--- config.mk ---
export PLATFORM = sky130hd
export DESIGN_NAME = tmr_pair
export DESIGN_NICKNAME = d
export VERILOG_FILES = /design/src/rtl/tmr_pkg.sv /design/src/rtl/tmr_presc.sv /design/src/rtl/tmr_sync_edge.sv /design/src/rtl/tmr_cnt.sv /design/src/rtl/tmr_pair.sv
export SDC_FILE = /design/constraint.sdc
export NUM_CORES = 1
export LEC_CHECK = 0
export ABC_AREA = 1
export BUFFER_PORTS_ARGS = -buffer_cell sky130_fd_sc_hd__buf_4
export CAP_MARGIN = 5
export CORE_ASPECT_RATIO = 1.2
export CORE_MARGIN = 2
export CORE_UTILIZATION = 25
export CTS_CLUSTER_DIAMETER = 120
export CTS_CLUSTER_SIZE = 10
export DETAILED_ROUTE_END_ITERATION = 7
export PLACE_DENSITY_LB_ADDON = 0.2
export RECOVER_POWER = 50
export SYNTH_ARGS = -nofsm -noshare
export SYNTH_HDL_FRONTEND = slang
export SYNTH_HIERARCHICAL = 1
export SYNTH_SLANG_ARGS = --single-unit
export TNS_END_PERCENT = 100
--- constraint.sdc ---
create_clock -name clk -period 7.71 [get_ports clk]
set_input_delay 1.1565 -clock clk [delete_from_list [all_inputs] [get_ports clk]]
set_output_delay 1.1565 -clock clk [all_outputs]
set_load 0.05 [all_outputs]
--- src/rtl/tmr_pkg.sv ---
package tmr_pkg;

  localparam int unsigned ADDR_W = 3;
  localparam int unsigned CTL_W  = 8;

  localparam logic [ADDR_W-1:0] RA_CTL0 = 3'd0;
  localparam logic [ADDR_W-1:0] RA_CTL1 = 3'd1;
  localparam logic [ADDR_W-1:0] RA_CMP0 = 3'd2;
  localparam logic [ADDR_W-1:0] RA_CMP1 = 3'd3;
  localparam logic [ADDR_W-1:0] RA_CNT0 = 3'd4;
  localparam logic [ADDR_W-1:0] RA_CNT1 = 3'd5;
  localparam logic [ADDR_W-1:0] RA_STAT = 3'd6;

  localparam logic [1:0] EDGE_RISE = 2'b00;
  localparam logic [1:0] EDGE_FALL = 2'b01;

  // per-unit control word, bit 7 down to bit 0
  typedef struct packed {
    logic       trig_en;
    logic       tgl_en;
    logic [1:0] edge_sel;
    logic       ext;
    logic [1:0] clk_sel;
    logic       run;
  } ctl_t;

  function automatic logic [4:0] div_of(input logic [1:0] sel);
    logic [4:0] d;
    case (sel)
      2'b00:   d = 5'd1;
      2'b01:   d = 5'd2;
      2'b10:   d = 5'd8;
      default: d = 5'd16;
    endcase
    return d;
  endfunction

endpackage

--- src/rtl/tmr_presc.sv ---
module tmr_presc #(
  parameter int PW = 4
) (
  input  logic       clk,
  input  logic       rst_n,
  input  logic       run,
  input  logic [1:0] sel,
  output logic       tick
);
  import tmr_pkg::*;

  logic [PW-1:0] div_q, div_d, last;

  always_comb begin
    last = PW'(div_of(sel) - 5'd1);
    tick = run && (div_q == last);
    if (!run || tick) div_d = '0;
    else              div_d = div_q + 1'b1;
  end

  always_ff @(posedge clk or negedge rst_n) begin
    if (!rst_n) div_q <= '0;
    else        div_q <= div_d;
  end

endmodule

--- src/rtl/tmr_sync_edge.sv ---
module tmr_sync_edge #(
  parameter int STAGES = 2
) (
  input  logic       clk,
  input  logic       rst_n,
  input  logic       pin,
  input  logic [1:0] sel,
  output logic       hit
);
  import tmr_pkg::*;

  // sh_q[STAGES-1] is the synchronised level, sh_q[STAGES] its previous value
  logic [STAGES:0] sh_q, sh_d;
  logic            rise, fall;

  always_comb begin
    sh_d = {sh_q[STAGES-1:0], pin};
    rise = sh_q[STAGES-1] & ~sh_q[STAGES];
    fall = ~sh_q[STAGES-1] & sh_q[STAGES];
    case (sel)
      EDGE_RISE: hit = rise;
      EDGE_FALL: hit = fall;
      default:   hit = rise | fall;
    endcase
  end

  always_ff @(posedge clk or negedge rst_n) begin
    if (!rst_n) sh_q <= '0;
    else        sh_q <= sh_d;
  end

endmodule

--- src/rtl/tmr_cnt.sv ---
module tmr_cnt #(
  parameter int W = 8
) (
  input  logic         clk,
  input  logic         rst_n,
  input  logic         clr,
  input  logic         tick,
  input  logic         reload,
  output logic [W-1:0] cnt
);

  logic [W-1:0] cnt_q, cnt_d;
  logic         cnt_en;

  always_comb begin
    cnt_en = clr | tick;
    if (clr || reload) cnt_d = '0;
    else               cnt_d = cnt_q + 1'b1;
  end

  always_ff @(posedge clk or negedge rst_n) begin
    if (!rst_n)      cnt_q <= '0;
    else if (cnt_en) cnt_q <= cnt_d;
  end

  assign cnt = cnt_q;

endmodule

--- src/rtl/tmr_pair.sv ---
module tmr_pair #(
  parameter int W      = 8,
  parameter int STAGES = 2,
  parameter int PW     = 4
) (
  input  logic         clk,
  input  logic         rst_n,
  input  logic         wr_en,
  input  logic [2:0]   addr,
  input  logic [W-1:0] wdata,
  output logic [W-1:0] rdata,
  input  logic [1:0]   evt_in,
  input  logic         trig_in,
  output logic [1:0]   irq,
  output logic [1:0]   tgl_out
);
  import tmr_pkg::*;

  localparam int           NCH  = 2;
  localparam logic [W-1:0] MAXV = '1;

  ctl_t         ctl_q [NCH];
  ctl_t         ctl_d [NCH];
  logic [W-1:0] cmp_q [NCH];
  logic [W-1:0] cnt_w [NCH];
  logic [NCH-1:0] ctl_en, cmp_en, clr;
  logic [NCH-1:0] flag_q, flag_d, ie_q, ie_d, tgl_q, tgl_d;
  logic           casc_q, casc_d, stat_we;
  logic [NCH-1:0] psc_tick, evt_hit, ch_tick, at_cmp;
  logic [NCH-1:0] cnt_tick, reload, match, run_v;
  logic           trig_hit, full, carry;

  // ---------------- per-unit clock sources and counters ----------------
  for (genvar i = 0; i < NCH; i++) begin : g_ch
    tmr_presc #(.PW(PW)) u_psc (
      .clk  (clk),
      .rst_n(rst_n),
      .run  (ctl_q[i].run & ~ctl_q[i].ext),
      .sel  (ctl_q[i].clk_sel),
      .tick (psc_tick[i])
    );

    tmr_sync_edge #(.STAGES(STAGES)) u_evt (
      .clk  (clk),
      .rst_n(rst_n),
      .pin  (evt_in[i]),
      .sel  (ctl_q[i].edge_sel),
      .hit  (evt_hit[i])
    );

    tmr_cnt #(.W(W)) u_cnt (
      .clk   (clk),
      .rst_n (rst_n),
      .clr   (clr[i]),
      .tick  (cnt_tick[i]),
      .reload(reload[i]),
      .cnt   (cnt_w[i])
    );

    assign run_v[i] = ctl_q[i].run;
  end

  tmr_sync_edge #(.STAGES(STAGES)) u_trig (
    .clk  (clk),
    .rst_n(rst_n),
    .pin  (trig_in),
    .sel  (EDGE_RISE),
    .hit  (trig_hit)
  );

  // ---------------- count, match and cascade steering ----------------
  always_comb begin
    for (int i = 0; i < NCH; i++) begin
      ch_tick[i] = ctl_q[i].run && (ctl_q[i].ext ? evt_hit[i] : psc_tick[i]);
      at_cmp[i]  = (cnt_w[i] == cmp_q[i]);
    end
    full  = at_cmp[0] && at_cmp[1];
    carry = full || (cnt_w[0] == MAXV);
    if (casc_q) begin
      match[0]    = ch_tick[0] && full;
      match[1]    = 1'b0;
      cnt_tick[0] = ch_tick[0];
      reload[0]   = ch_tick[0] && carry;
      cnt_tick[1] = ch_tick[0] && carry;
      reload[1]   = ch_tick[0] && full;
    end else begin
      match       = ch_tick & at_cmp;
      cnt_tick    = ch_tick;
      reload      = ch_tick & at_cmp;
    end
  end

  // ---------------- register write decode and next state ----------------
  always_comb begin
    clr[0]    = wr_en && (addr == RA_CNT0);
    clr[1]    = wr_en && (addr == RA_CNT1);
    cmp_en[0] = wr_en && (addr == RA_CMP0);
    cmp_en[1] = wr_en && (addr == RA_CMP1);
    stat_we   = wr_en && (addr == RA_STAT);
    for (int i = 0; i < NCH; i++) begin
      ctl_d[i]  = ctl_q[i];
      ctl_en[i] = 1'b0;
      if (wr_en && (addr == ((i == 0) ? RA_CTL0 : RA_CTL1))) begin
        ctl_d[i]  = ctl_t'(wdata[CTL_W-1:0]);
        ctl_en[i] = 1'b1;
      end
      if (ctl_q[i].trig_en && trig_hit) begin
        ctl_d[i].run = 1'b1;
        ctl_en[i]    = 1'b1;
      end
    end
    flag_d = (stat_we ? (flag_q & wdata[1:0]) : flag_q) | match;
    ie_d   = stat_we ? wdata[3:2] : ie_q;
    casc_d = stat_we ? wdata[4]   : casc_q;
    for (int i = 0; i < NCH; i++) begin
      tgl_d[i] = tgl_q[i] ^ (match[i] && ctl_q[i].tgl_en);
    end
  end

  always_ff @(posedge clk or negedge rst_n) begin
    if (!rst_n) begin
      for (int i = 0; i < NCH; i++) begin
        ctl_q[i] <= '0;
        cmp_q[i] <= '0;
      end
    end else begin
      for (int i = 0; i < NCH; i++) begin
        if (ctl_en[i]) ctl_q[i] <= ctl_d[i];
        if (cmp_en[i]) cmp_q[i] <= wdata;
      end
    end
  end

  always_ff @(posedge clk or negedge rst_n) begin
    if (!rst_n) begin
      flag_q <= '0;
      ie_q   <= '0;
      casc_q <= 1'b0;
      tgl_q  <= '0;
    end else begin
      flag_q <= flag_d;
      ie_q   <= ie_d;
      casc_q <= casc_d;
      tgl_q  <= tgl_d;
    end
  end

  // ---------------- read port and outputs ----------------
  always_comb begin
    case (addr)
      RA_CTL0: rdata = W'(ctl_q[0]);
      RA_CTL1: rdata = W'(ctl_q[1]);
      RA_CMP0: rdata = cmp_q[0];
      RA_CMP1: rdata = cmp_q[1];
      RA_CNT0: rdata = cnt_w[0];
      RA_CNT1: rdata = cnt_w[1];
      RA_STAT: rdata = W'({casc_q, ie_q, flag_q});
      default: rdata = '0;
    endcase
  end

  assign irq     = flag_q & ie_q;
  assign tgl_out = tgl_q;

endmodule

==> results.json <==
{
  "outcome": "complete, but fails checks",
  "failed_checks": "max-capacitance violations, max-slew violations",
  "gr-usage-all-layers_pct": 13.5,
  "seq_power_share_pct": 40.5,
  "antenna_left": 0,
  "worst_path_max_delay_cell": "clkbuf_1",
  "first_global_vias": 3351,
  "ys.flop_type": "dfrtp_1",
  "yosys_warnings": 6,
  "layout_min_cycle_time_ns": 4.46,
  "period_share_pct": 57.8,
  "hp-class": "flip-flop to flip-flop",
  "clockPowerShare_pct": 30.9,
  "final_nets": 632,
  "cts_sinks": 72,
  "critPathArrivalTime_ns": 3.97,
  "placedCellCount": 804,
  "finalHoldViolations": 0,
  "numCtsBuffers": 9,
  "cp_num_buf_inv": 1,
  "htreeDepth": 3,
  "post-cts-setup-buffers": 0,
  "drc": 0,
  "path_max_fanout": 72,
  "synthArstFlopShare_pct": 100,
  "syn_to_final_growth_pct": 16.9,
  "core_area_um2": 16300,
  "drt_wl_total_um": 11200,
  "worst_pin_slew_ns": 4.00,
  "antenna_found_initial": 0,
  "final_cells": 820,
  "yosysSeqAreaShare_pct": 43.0,
  "postPlaceCellArea_um2": 4650,
  "drtIter0Drc": 232,
  "use_met3_pct": 2.16,
  "power_mw": 1.38,
  "clk_pin_slew_ns": 0.06,
  "vdd_ir_drop_max_mv": 0.107,
  "slew_headroom_pct": -166,
  "numPortBuffers": 28,
  "grt_max_degree": 73,
  "p_int_mw": 0.858,
  "critPathLaunchType": "primary input",
  "fin_area_um2": 4900,
  "max_freq_ghz": 0.224,
  "synth-edff-count": 0,
  "register_area_um2": 1800,
  "fin_util_pct": 30.0,
  "vias": 3563,
  "critical_path_class": "primary input to async pin",
  "fin_tns_setup_ns": 0,
  "synthCells": 563,
  "path_delay_family": "buffers and inverters",
  "dp_slack_ns": 4.20,
  "die_h_um": 146,
  "dp_hpwl_um": 8740,
  "cellLeakagePower_nw": 2.52,
  "power_density_nw_per_um2": 282,
  "die_area_um2": 17800,
  "overflow": 0,
  "grtUsageMet2_pct": 21.3,
  "cts_resized": 0,
  "pin_count": 29,
  "drive_gt1_share_pct": 13.0,
  "fin_ws_ns": 3.25,
  "end_kind": "async pin",
  "p_comb_share_pct": 28.5,
  "clk_latency_ns": 0.34,
  "clockRootBuffer": "clkbuf_16",
  "ys_types": 29,
  "num_rows": 51,
  "cts_tree": "done",
  "synth_area_per_cell_um2": 7.44,
  "start_util_pct": 25.6,
  "dr.pass1.iters": 5,
  "hold_buffers": 0,
  "whs_ns": 0.346,
  "sw_frac_of_total_pct": 37.8,
  "max_stage_delay_ns": 2.75,
  "layout_commonest_cell": "nand2_1",
  "mostFrequentLayoutCells": "166 x nand2_1, 95 x inv_1, 72 x dfrtp_1",
  "gp_congestion": 0.875,
  "power_switching_mw": 0.521,
  "clockBufferDepth": 2,
  "use_met1_pct": 18.8,
  "multi_input_area_um2": 1920,
  "syn_area_um2": 4190,
  "wire_per_inst_um": 13.7,
  "n_fill_cell": 1813,
  "ys_ff_latch": 72,
  "clock_skew_ns": 0.00572,
  "cap_violations": 1,
  "rsz0062_at_grt": "no",
  "diodes": 0,
  "dieWidth_um": 122,
  "grt_pass1_wl_um": 18500,
  "finalSetupViolCount": 0,
  "cp.required_ns": 7.22,
  "viasPerCell": 4.35,
  "slew_violations": 73,
  "path_cells": "clkbuf_1",
  "grt-busiest-layer": "met2"
}
[synthesized netlist by cell type, types with 6 or more instances]
cell	n	area [µm²]
o21ai_0	32	160
nor2_4	6	67.6
nand4_1	9	56.3
dfrtp_1	72	1800
a21oi_1	18	90.1
inv_1	93	349
inv_2	14	52.6
o21ai_2	14	123
xnor2_1	6	52.6
nand2_2	7	43.8
ha_1	12	150
nand2_1	162	608
nor2_1	52	195
nand3_1	26	130
[kinds of logic (layout without fill, tap and decap cells)]
| family | Yosys count | after routing | share of synthesized area [%] |
|---|---|---|---|
| AO/OA/AOI/OAI | 81 | 81 | 11.8 |
| AND/OR/NAND/NOR | 276 | 276 | 28.8 |
| flip-flops | 72 | 72 | 43.0 |
| XOR/XNOR | 11 | 11 | 2.30 |
| buffers and inverters | 110 | 151 | 10.4 |
| other | 1 | 5 | 0.0895 |
| adder cells (fa/ha/maj) | 12 | 12 | 3.58 |
[registers in the layout (all words and copies together), names as in the netlist]
register,cells
flag_q,2
g_ch.u_psc/div_q,8
tgl_out,2
g_ch.u_evt/sh_q,6
u_trig/sh_q,3
cmp_q,16
ie_q,2
casc_q,1
g_ch.u_cnt/cnt,16
ctl_q,16
[path summary, 6_finish.rpt]
| check | start | to | slack (ns) | cells after the start |
|---|---|---|---|---|
| min reg2reg | g_ch[1].u_evt/sh_q[0] | g_ch[1].u_evt/sh_q[1] | 0.35 | 0 |
| max | rst_n | g_ch[1].u_cnt/cnt[2] | 3.25 | 1 |
| max in group clk | addr[1] | rdata[4] | 4.12 | 8 |
| min | g_ch[1].u_evt/sh_q[0] | g_ch[1].u_evt/sh_q[1] | 0.35 | 0 |
| max reg2reg | ctl_q[10] | g_ch[1].u_cnt/cnt[5] | 4.23 | 21 |
| min in group asynchronous | rst_n | g_ch[1].u_evt/sh_q[0] | 2.20 | 1 |
[final cells by class]
cell class	instances	area share, %
clock buffer	10	4.88
clock inverter	6	1.38
inverter	107	8.20
multi-input combinational	385	39.2
sequential	72	36.8
tap	212	5.42
timing repair buffer	28	4.14
[worst reg2reg max path, cell delays in order (launching register included)]
cell and delay [ns]:
dfrtp_1 0.46, inv_1 0.13, nand2_1 0.09, ha_1 0.30
inv_1 0.04, nand2_1 0.05, nand2_1 0.05, nor2_1 0.12
nand3_2 0.08, nor2_1 0.10, o21ai_0 0.13, nor2_1 0.48
nand3_1 0.16, nor2_1 0.32, nand2_1 0.13, nand3_1 0.19
nor2_2 0.09, nor2_4 0.15, nand3_1 0.11, nand2_1 0.07
nand2_1 0.04, nor2_1 0.10
[metal layers]
metal | vias to the layer above | part of all wire (%)
li1 | 1838 | -
met1 | 1632 | 47
met2 | 86 | 47
met3 | 7 | 4.8
met4 | 0 | 1.0
met5 | - | 0
[power by group through the flow]
stage	Combinational, mW	Clock (mW)	Sequential, mW
global route	0.451	0.457	0.575
global placement	0.399	0	0.568
floorplan	0.301	0	0.536
detailed placement	0.406	0	0.567
finish	0.394	0.427	0.559
CTS	0.408	0.441	0.561
Power figures use the tool's default switching activity.
